`config.mk`:
```
export PLATFORM = sky130hd
export DESIGN_NAME = wp_guard
export DESIGN_NICKNAME = d
export VERILOG_FILES = /design/src/rtl/wp_guard_pkg.sv /design/src/rtl/wp_pin_sync.sv /design/src/rtl/wp_flag_store.sv /design/src/rtl/wp_addr_gate.sv /design/src/rtl/wp_guard.sv
export SDC_FILE = /design/constraint.sdc
export NUM_CORES = 1
export LEC_CHECK = 0
export ABC_AREA = 1
export BUFFER_PORTS_ARGS = -buffer_cell sky130_fd_sc_hd__buf_2
export CORE_AREA = 2 2 39 41
export DETAILED_ROUTE_END_ITERATION = 12
export DIE_AREA = 0 0 41 43
export PLACE_DENSITY = 0.54
export RECOVER_POWER = 100
export SLEW_MARGIN = 20
export SYNTH_ARGS = -nofsm -noshare
export SYNTH_HDL_FRONTEND = slang
export SYNTH_HIERARCHICAL = 1
export SYNTH_SLANG_ARGS = --single-unit
export TNS_END_PERCENT = 50
```
`constraint.sdc`:
```
create_clock -name clk -period 1.6 [get_ports clk]
set_input_delay 0.08 -clock clk [delete_from_list [all_inputs] [get_ports clk]]
set_output_delay 0.08 -clock clk [all_outputs]
set_load 0.1 [all_outputs]
```
`src/rtl/wp_guard_pkg.sv`:
```
package wp_guard_pkg;

    localparam int CMD_W = 3;

    localparam logic [CMD_W-1:0] CMD_LOCK_PERM  = 3'd1;
    localparam logic [CMD_W-1:0] CMD_LOCK_REV   = 3'd2;
    localparam logic [CMD_W-1:0] CMD_UNLOCK_REV = 3'd3;
    localparam logic [CMD_W-1:0] CMD_ASK_PERM   = 3'd4;
    localparam logic [CMD_W-1:0] CMD_ASK_REV    = 3'd5;

    typedef enum logic [1:0] {
        MODE_OPEN  = 2'b00,
        MODE_LOWER = 2'b01,
        MODE_ALL   = 2'b10
    } prot_mode_e;

    typedef struct packed {
        logic perm;
        logic rev;
    } flags_t;

    typedef struct packed {
        logic valid;
        logic ack;
    } rsp_t;

    typedef struct packed {
        logic start;
        logic blocked;
    } wr_verdict_t;

    function automatic prot_mode_e resolve_mode(input logic pin_hi, input flags_t f);
        if (pin_hi)
            return MODE_ALL;
        else if (f.perm || f.rev)
            return MODE_LOWER;
        else
            return MODE_OPEN;
    endfunction

    function automatic logic addr_guarded(input prot_mode_e m, input logic upper_half);
        case (m)
            MODE_ALL:   return 1'b1;
            MODE_LOWER: return !upper_half;
            default:    return 1'b0;
        endcase
    endfunction

endpackage

```
`src/rtl/wp_pin_sync.sv`:
```
module wp_pin_sync #(
    parameter int STAGES = 2
) (
    input  logic clk,
    input  logic clr,
    input  logic pin_raw,
    output logic pin_q
);
    logic [STAGES-1:0] chain;
    logic              pin_lvl;

    // only a driven 1 counts as high; an undriven pin reads as low
    assign pin_lvl = (pin_raw === 1'b1);

    generate
        if (STAGES == 1) begin : g_single
            always_ff @(posedge clk) begin
                if (clr) chain <= '0;
                else     chain <= pin_lvl;
            end
        end else begin : g_chain
            always_ff @(posedge clk) begin
                if (clr) chain <= '0;
                else     chain <= {chain[STAGES-2:0], pin_lvl};
            end
        end
    endgenerate

    assign pin_q = chain[STAGES-1];
endmodule

```
`src/rtl/wp_flag_store.sv`:
```
module wp_flag_store
    import wp_guard_pkg::*;
#(
    parameter logic PERM_INIT = 1'b0
) (
    input  logic             clk,
    input  logic             rst_full,
    input  logic             rst_por,
    input  logic             cmd_valid,
    input  logic [CMD_W-1:0] cmd_code,
    output flags_t           flags,
    output rsp_t             rsp
);
    flags_t nxt;
    logic   ack;

    always_comb begin
        nxt = flags;
        ack = 1'b0;
        case (cmd_code)
            CMD_LOCK_PERM: begin
                ack      = !flags.perm;
                nxt.perm = 1'b1;
            end
            CMD_LOCK_REV: begin
                if (!flags.perm) begin
                    ack     = 1'b1;
                    nxt.rev = 1'b1;
                end
            end
            CMD_UNLOCK_REV: begin
                if (!flags.perm) begin
                    ack     = 1'b1;
                    nxt.rev = 1'b0;
                end
            end
            CMD_ASK_PERM: ack = !flags.perm;
            CMD_ASK_REV:  ack = !flags.rev;
            default:      ack = 1'b0;
        endcase
    end

    always_ff @(posedge clk) begin
        if (rst_full) begin
            flags.perm <= PERM_INIT;
            flags.rev  <= 1'b0;
            rsp        <= '0;
        end else if (rst_por) begin
            flags.rev  <= 1'b0;
            rsp        <= '0;
        end else begin
            if (cmd_valid)
                flags <= nxt;
            rsp.valid <= cmd_valid;
            rsp.ack   <= cmd_valid & ack;
        end
    end
endmodule

```
`src/rtl/wp_addr_gate.sv`:
```
module wp_addr_gate
    import wp_guard_pkg::*;
#(
    parameter int ADDR_W = 8
) (
    input  logic              clk,
    input  logic              clr,
    input  prot_mode_e        mode,
    input  logic              wr_req,
    input  logic [ADDR_W-1:0] wr_addr,
    output wr_verdict_t       verdict
);
    localparam int HALF_BIT = ADDR_W - 1;

    logic guarded;

    assign guarded = addr_guarded(mode, wr_addr[HALF_BIT]);

    always_ff @(posedge clk) begin
        if (clr) begin
            verdict <= '0;
        end else begin
            verdict.start   <= wr_req & !guarded;
            verdict.blocked <= wr_req &  guarded;
        end
    end
endmodule

```
`src/rtl/wp_guard.sv`:
```
module wp_guard
    import wp_guard_pkg::*;
#(
    parameter int   ADDR_W      = 8,
    parameter int   SYNC_STAGES = 2,
    parameter logic PERM_INIT   = 1'b0
) (
    input  logic              clk,
    input  logic              rst_full,
    input  logic              rst_por,
    input  logic              wp_pin,
    input  logic              cmd_valid,
    input  logic [2:0]        cmd_code,
    input  logic              wr_req,
    input  logic [ADDR_W-1:0] wr_addr,
    output logic              wr_start,
    output logic              wr_blocked,
    output logic              rsp_valid,
    output logic              rsp_ack,
    output logic              perm_locked,
    output logic              rev_locked,
    output logic [1:0]        prot_mode
);
    logic        any_rst;
    logic        pin_q;
    flags_t      flags;
    rsp_t        rsp;
    prot_mode_e  mode;
    wr_verdict_t verdict;

    assign any_rst = rst_full | rst_por;

    wp_pin_sync #(.STAGES(SYNC_STAGES)) u_sync (
        .clk     (clk),
        .clr     (any_rst),
        .pin_raw (wp_pin),
        .pin_q   (pin_q)
    );

    wp_flag_store #(.PERM_INIT(PERM_INIT)) u_flags (
        .clk       (clk),
        .rst_full  (rst_full),
        .rst_por   (rst_por),
        .cmd_valid (cmd_valid),
        .cmd_code  (cmd_code),
        .flags     (flags),
        .rsp       (rsp)
    );

    assign mode = resolve_mode(pin_q, flags);

    wp_addr_gate #(.ADDR_W(ADDR_W)) u_gate (
        .clk     (clk),
        .clr     (any_rst),
        .mode    (mode),
        .wr_req  (wr_req),
        .wr_addr (wr_addr),
        .verdict (verdict)
    );

    assign wr_start    = verdict.start;
    assign wr_blocked  = verdict.blocked;
    assign rsp_valid   = rsp.valid;
    assign rsp_ack     = rsp.ack;
    assign perm_locked = flags.perm;
    assign rev_locked  = flags.rev;
    assign prot_mode   = mode;
endmodule

```
### Word-level counts from Yosys, hierarchy flattened

Cells that the tools add are included.

* word-level logic and storage cells: 41
* register bits: 8
* output and inout port bits: 8

* muxes and demuxes: 8
* reduce and logical (&&, ||, !) cells: 11
* bitwise operators: 5
* eq/ne operators: 10

Operators by type and width (count)
* 3-bit by 2-bit == test with 1-bit output (second input constant): 2
* 3-bit == test (second input constant): 2
* 2-bit OR reduction: 3
* 1-bit zero test: 4
* 1-bit two-way mux: 4
* 2-bit inequality test (second input constant): 2
* 1-bit one-hot mux with 2 select lines: 2
* 4-bit AND reduction: 1
* 1-bit AND: 3
* 3-bit by 1-bit == test with 1-bit output (second input constant): 1
* 1-bit one-hot mux with 3 select lines: 1
* 3-bit AND reduction: 1
* 2-bit by 1-bit == test with 1-bit output (second input constant): 1
* 2-bit == test (second input constant): 1
* 2-bit two-way mux: 1
* 2-bit nonzero test: 1
* 1-bit === test (second input constant): 1
* 1-bit logical OR: 1
* 1-bit NOT: 1
* 1-bit OR: 1

### Longest topological paths before layout

* depth in word-level cells: 7
* mapped depth: 8

### Hierarchy

Netlist, hierarchy kept.

Modules (own cells, without submodules)
* wp_flag_store: cells an instance 29, sequential area each 80.1 um^2, instances 1, area an instance 181.4 um^2
* wp_addr_gate: cells an instance 16, sequential area each 40.0 um^2, instances 1, area an instance 118.9 um^2
* wp_pin_sync: cells an instance 6, sequential area each 40.0 um^2, instances 1, area an instance 55.1 um^2
* wp_guard: cells an instance 4, sequential area each 0.0 um^2, instances 1, area an instance 21.3 um^2

### Least setup slack after synthesis

OpenSTA, ideal clock, no wires.

* path type: reg2reg
* from: register, netlist name u_flags/flags[0]
* to: register, netlist name u_gate/verdict[0]
* stages on the path, launching flop included: 8
* slack: -1.522 ns
* buffers on the path: 0
* data arrival time: 3.010 ns
* path through: dfxtp_1 nor2_1 nor2_1 inv_1 ha_1 inv_2 nand2_1 nor2_2

* longest elaborated chain between the ends: 6

Ends and longest elaborated chain
* 1-bit logical OR *: line wp_guard_pkg.sv:35 `else if (f.perm || f.rev)`
* 1-bit two-way mux *: line wp_guard_pkg.sv:35
* 2-bit two-way mux *: line wp_guard_pkg.sv:33 `if (pin_hi)`
* via prot_mode[0]: line wp_guard.sv:22 `output logic [1:0] prot_mode`
* 2-bit by 1-bit == test with 1-bit output / 2-bit == test (equally long branches): line wp_guard_pkg.sv:42 `case (m)`
* 1-bit one-hot mux with 2 select lines *: line wp_guard_pkg.sv:42
* 1-bit AND *: line wp_addr_gate.sv:24 `verdict.blocked <= wr_req & guarded;`

Mark *: on every way through the listed nets, which the timed path passes. The rest lies on a longest branch.
A chain may end at the register's enable or synchronous reset.

### Worst setup path in the final report

* from: register, netlist name u_flags/flags[1]
* to: output prot_mode[0]

* longest elaborated chain between the ends: 3

Ends and longest elaborated chain (line)
* 1-bit logical OR: wp_guard_pkg.sv:35
* 1-bit two-way mux: wp_guard_pkg.sv:35
* 2-bit two-way mux: wp_guard_pkg.sv:33
* to (decl): wp_guard.sv:22

No other way between the ends.

==> run_summary.xml <==
<?xml version="1.0" encoding="UTF-8"?>
<metrics>
  <group name="power_and_ir_drop">
    <metric name="powerDensity" unit="nW/um^2">914</metric>
    <metric name="cellLeakagePower" unit="uW">0.000282</metric>
    <metric name="power.ir.vdd_worst" unit="mV">0.266</metric>
  </group>
  <group name="worst_hold_path">
    <metric name="min_delay_path_depth" unit="">2</metric>
    <metric name="worst_hold_startpoint" unit="">rst_full</metric>
    <metric name="holdPathEnd" unit="">u_flags/flags[1]$_SDFFE_PP0P_</metric>
    <metric name="min_path_type" unit="">input pin to flip-flop</metric>
  </group>
  <group name="drt">
    <metric name="post-route-drc-count" unit="">0</metric>
    <metric name="via_cell_ratio" unit="">4.12</metric>
    <metric name="wirelength" unit="um">735</metric>
    <metric name="met2_length" unit="um">362</metric>
    <metric name="highest_layer" unit="">met4</metric>
    <metric name="ant_nets" unit="">0</metric>
    <metric name="route.vias.total" unit="">375</metric>
    <metric name="routedLengthMet1" unit="um">315</metric>
    <metric name="dr.pass1.iters" unit="">4</metric>
    <metric name="iter_0_drt_violations" unit="">4</metric>
    <metric name="routedWlPerCell" unit="um">8.08</metric>
    <metric name="met3_wire_len" unit="um">51</metric>
  </group>
  <group name="worst_setup_path">
    <metric name="critical_path.reg2reg.endpoint" unit="">u_gate/verdict[0]$_SDFF_PP0_</metric>
    <metric name="crit_path_end_kind" unit="">output port</metric>
    <metric name="setup.reg_to_reg.worst_slack" unit="ns">0.40</metric>
    <metric name="critPathLaunchType" unit="">flip-flop</metric>
    <metric name="timing.critical_path.fanout_max" unit="">5</metric>
    <metric name="r2r.worst_path.cells" unit="">7</metric>
    <metric name="timing.critical_path.slowest_stage_cell" unit="">sky130_fd_sc_hd__buf_2</metric>
    <metric name="r2r_start" unit="">u_flags/flags[1]$_SDFFE_PP0P_</metric>
    <metric name="worst_ep_required_time" unit="ns">1.52</metric>
    <metric name="crit_path_cell_trace" unit="">nor2_1 -&gt; nor2_4 -&gt; buf_2</metric>
    <metric name="worstSetupPathType" unit="">flip-flop to output port</metric>
    <metric name="critPathArrivalTime" unit="ns">1.32</metric>
    <metric name="max_stage_delay" unit="ns">0.43</metric>
  </group>
  <group name="sta">
    <metric name="final-max-slew-violation-count" unit="">0</metric>
    <metric name="finClkSkew" unit="ns">0.0106</metric>
    <metric name="setup-violations-final" unit="">0</metric>
    <metric name="fmaxAchievable" unit="MHz">712</metric>
    <metric name="maxSlewHeadroom" unit="">0.642</metric>
    <metric name="final.min_clock_period" unit="ns">1.40</metric>
    <metric name="rsz_0062_raised_after_global_routing" unit="">no</metric>
    <metric name="finalCritPeriodShare" unit="">0.878</metric>
    <metric name="timing_worst_slew_pin_value" unit="ns">0.540</metric>
    <metric name="setup-tns-final" unit="ns">0</metric>
    <metric name="finalWorstSetupSlack" unit="ns">0.195</metric>
    <metric name="hold_viol_final" unit="">0</metric>
  </group>
  <group name="clock_network">
    <metric name="tritoncts_clock_tree" unit="">done</metric>
    <metric name="post_cts.repair.setup_buffers" unit="">0</metric>
    <metric name="clock_tree.htree_level_count" unit="">1</metric>
    <metric name="clock_insertion_delay_worst_skew" unit="ns">0.26</metric>
    <metric name="cts_num_sinks" unit="">8</metric>
    <metric name="path_clk_slew" unit="ns">0.06</metric>
    <metric name="cts-root-to-sink-buffers" unit="">2</metric>
    <metric name="cts_resized" unit="">0</metric>
    <metric name="clock_tree.root_cell" unit="">sky130_fd_sc_hd__clkbuf_4</metric>
    <metric name="postCtsHoldBufs" unit="">0</metric>
    <metric name="cts_buffer_count" unit="">3</metric>
  </group>
  <group name="global_route">
    <metric name="first_pass_grt_wire_length" unit="um">1240</metric>
    <metric name="antenna_found_initial" unit="">0</metric>
    <metric name="overall_global_routing_usage" unit="">0.113</metric>
    <metric name="via_count_of_the_first_global_routing_pass" unit="">316</metric>
    <metric name="grt_max_degree" unit="">6</metric>
    <metric name="grt_remaining_overflow" unit="">0</metric>
  </group>
  <group name="logic_synthesis">
    <metric name="ys_types" unit="">14</metric>
    <metric name="synth_warnings" unit="">6</metric>
    <metric name="syn_area_per_cell" unit="sq um">6.85</metric>
    <metric name="synth_sequential_area_ratio" unit="">0.425</metric>
    <metric name="synth_instances" unit="">55</metric>
    <metric name="syn-cell-area" unit="sq um">377</metric>
    <metric name="yosys_register_bits" unit="">8</metric>
    <metric name="synth_nets" unit="">74</metric>
  </group>
  <group name="place">
    <metric name="post-place-ws" unit="ns">0.513</metric>
    <metric name="post-dp-hpwl" unit="um">574</metric>
    <metric name="gp_congestion" unit="">0.771</metric>
    <metric name="count_of_port_buffers_added_during_placement" unit="">17</metric>
  </group>
  <group name="outcome">
    <metric name="outcome" unit="">finished clean</metric>
  </group>
  <group name="floorplanning">
    <metric name="fp.dieW" unit="um">41</metric>
    <metric name="rows" unit="">14</metric>
    <metric name="chipHeight" unit="um">43</metric>
    <metric name="total_die_area" unit="sq um">1760</metric>
    <metric name="design.portCount" unit="">25</metric>
    <metric name="initial_core_utilization" unit="">0.272</metric>
    <metric name="placeableCoreArea" unit="sq um">1380</metric>
  </group>
  <group name="final_layout">
    <metric name="area_growth" unit="%">35.9</metric>
    <metric name="share_of_cells_above_drive_strength_1" unit="">0.360</metric>
    <metric name="nFillCells" unit="">158</metric>
    <metric name="nNetsFinal" unit="">95</metric>
    <metric name="num_antenna_cells" unit="">0</metric>
  </group>
  <group name="flow_run">
    <metric name="max-cap-violations" unit="">0</metric>
  </group>
</metrics>
==> cells by family after synthesis <==
kind of cell / count (synthesis) / synth area share
AO/OA/AOI/OAI: 4 / 0.0565
AND/OR/NAND/NOR: 26 / 0.292
flip-flops: 8 / 0.425
adder cells (fa/ha/maj): 2 / 0.0664
buffers and inverters: 15 / 0.159
==> cells in the mapped netlist (all sizes together) <==
master  number  area [sq um]
nand2       13          53.8
ha           2          25.0
nor2        10          40.0
inv         13          48.8
or2          1          6.26
clkinv       1          3.75
buf          1          7.51
dfxtp        8           160
a21oi        3          15.0
o22ai        1          6.26
nand3        2          10.0
==> critical path: cells and delay by family (launching register included) <==
| family | cells | cell delay [ns] |
|---|---|---|
| buffers and inverters | 1 | 0.43 |
| DFF | 1 | 0.40 |
| and+or+nand+nor | 2 | 0.22 |
==> power by group <==
group | switching [uW] | total, uW | internal, uW
sequential | 2.91 | 206 | 203
combinational | 67.4 | 90.1 | 22.7
clock | 75.5 | 171 | 95.8
total | 146 | 468 | 322
==> area by class of cell <==
type	instances	area (sq um)	share of cell area
Inverter	14	52.6	0.103
Timing Repair Buffer	17	85.1	0.166
Sequential cell	8	164	0.320
Multi-Input combinational cell	32	164	0.320
Tap cell	16	20.0	0.0391
Clock buffer	4	26.3	0.0513
==> worst max path at each step <==
stage | endpoint | slack (ns) | start
after floorplan | u_gate/verdict[0]$_SDFF_PP0_ | -0.16 | u_flags/flags[1]$_SDFFE_PP0P_
after global placement | u_gate/verdict[0]$_SDFF_PP0_ | 0.52 | u_flags/flags[1]$_SDFFE_PP0P_
after detailed placement | u_gate/verdict[0]$_SDFF_PP0_ | 0.51 | u_flags/flags[1]$_SDFFE_PP0P_
after CTS | prot_mode[0] | 0.28 | u_flags/flags[1]$_SDFFE_PP0P_
after global routing | prot_mode[0] | 0.12 | u_flags/flags[1]$_SDFFE_PP0P_
final | prot_mode[0] | 0.20 | u_flags/flags[1]$_SDFFE_PP0P_
==> cells in the final DEF (no fill, tap or decap) <==
cell / instances
sky130_fd_sc_hd__nor2_2: 1
sky130_fd_sc_hd__ha_1: 2
sky130_fd_sc_hd__buf_2: 10
sky130_fd_sc_hd__nand2_1: 11
sky130_fd_sc_hd__o22ai_1: 1
sky130_fd_sc_hd__dfxtp_4: 1
sky130_fd_sc_hd__clkbuf_2: 7
sky130_fd_sc_hd__nor2_1: 8
sky130_fd_sc_hd__clkbuf_1: 1
sky130_fd_sc_hd__a21oi_1: 3
sky130_fd_sc_hd__nand2_2: 2
sky130_fd_sc_hd__clkinv_1: 1
sky130_fd_sc_hd__inv_2: 2
sky130_fd_sc_hd__clkbuf_4: 3
sky130_fd_sc_hd__nor2_4: 1
sky130_fd_sc_hd__dfxtp_1: 7
sky130_fd_sc_hd__inv_1: 11
sky130_fd_sc_hd__or2_0: 1
sky130_fd_sc_hd__nand3_1: 2
==> through the flow <==
stage | hold WS [ns] | cells | total power [uW] | util | instance area [sq um]
2_1_floorplan | 0.174 | 55 | 279 | - | 399
3_3_place_gp | 0.287 | 87 | 300 | 0.359 | 497
3_5_place_dp | 0.293 | 87 | 301 | 0.359 | 497
4_1_cts | 0.00763 | 91 | 479 | 0.378 | 523
5_1_grt | 0.0109 | 91 | 507 | 0.370 | 512
6_report | 0.0287 | 91 | 468 | 0.370 | 512
==> registers in the layout (all words and copies together), names as in the netlist <==
name / cells
u_flags/rsp: 2
u_sync/chain: 2
u_flags/flags: 2
u_gate/verdict: 2
==> routing by layer <==
layer | vias up | track usage
met5 | - | 0
met4 | 0 | 0.133
met3 | 2 | 0.0471
met2 | 17 | 0.134
met1 | 158 | 0.130
li1 | 198 | -
No activity file was read; power rests on OpenSTA's default activity.
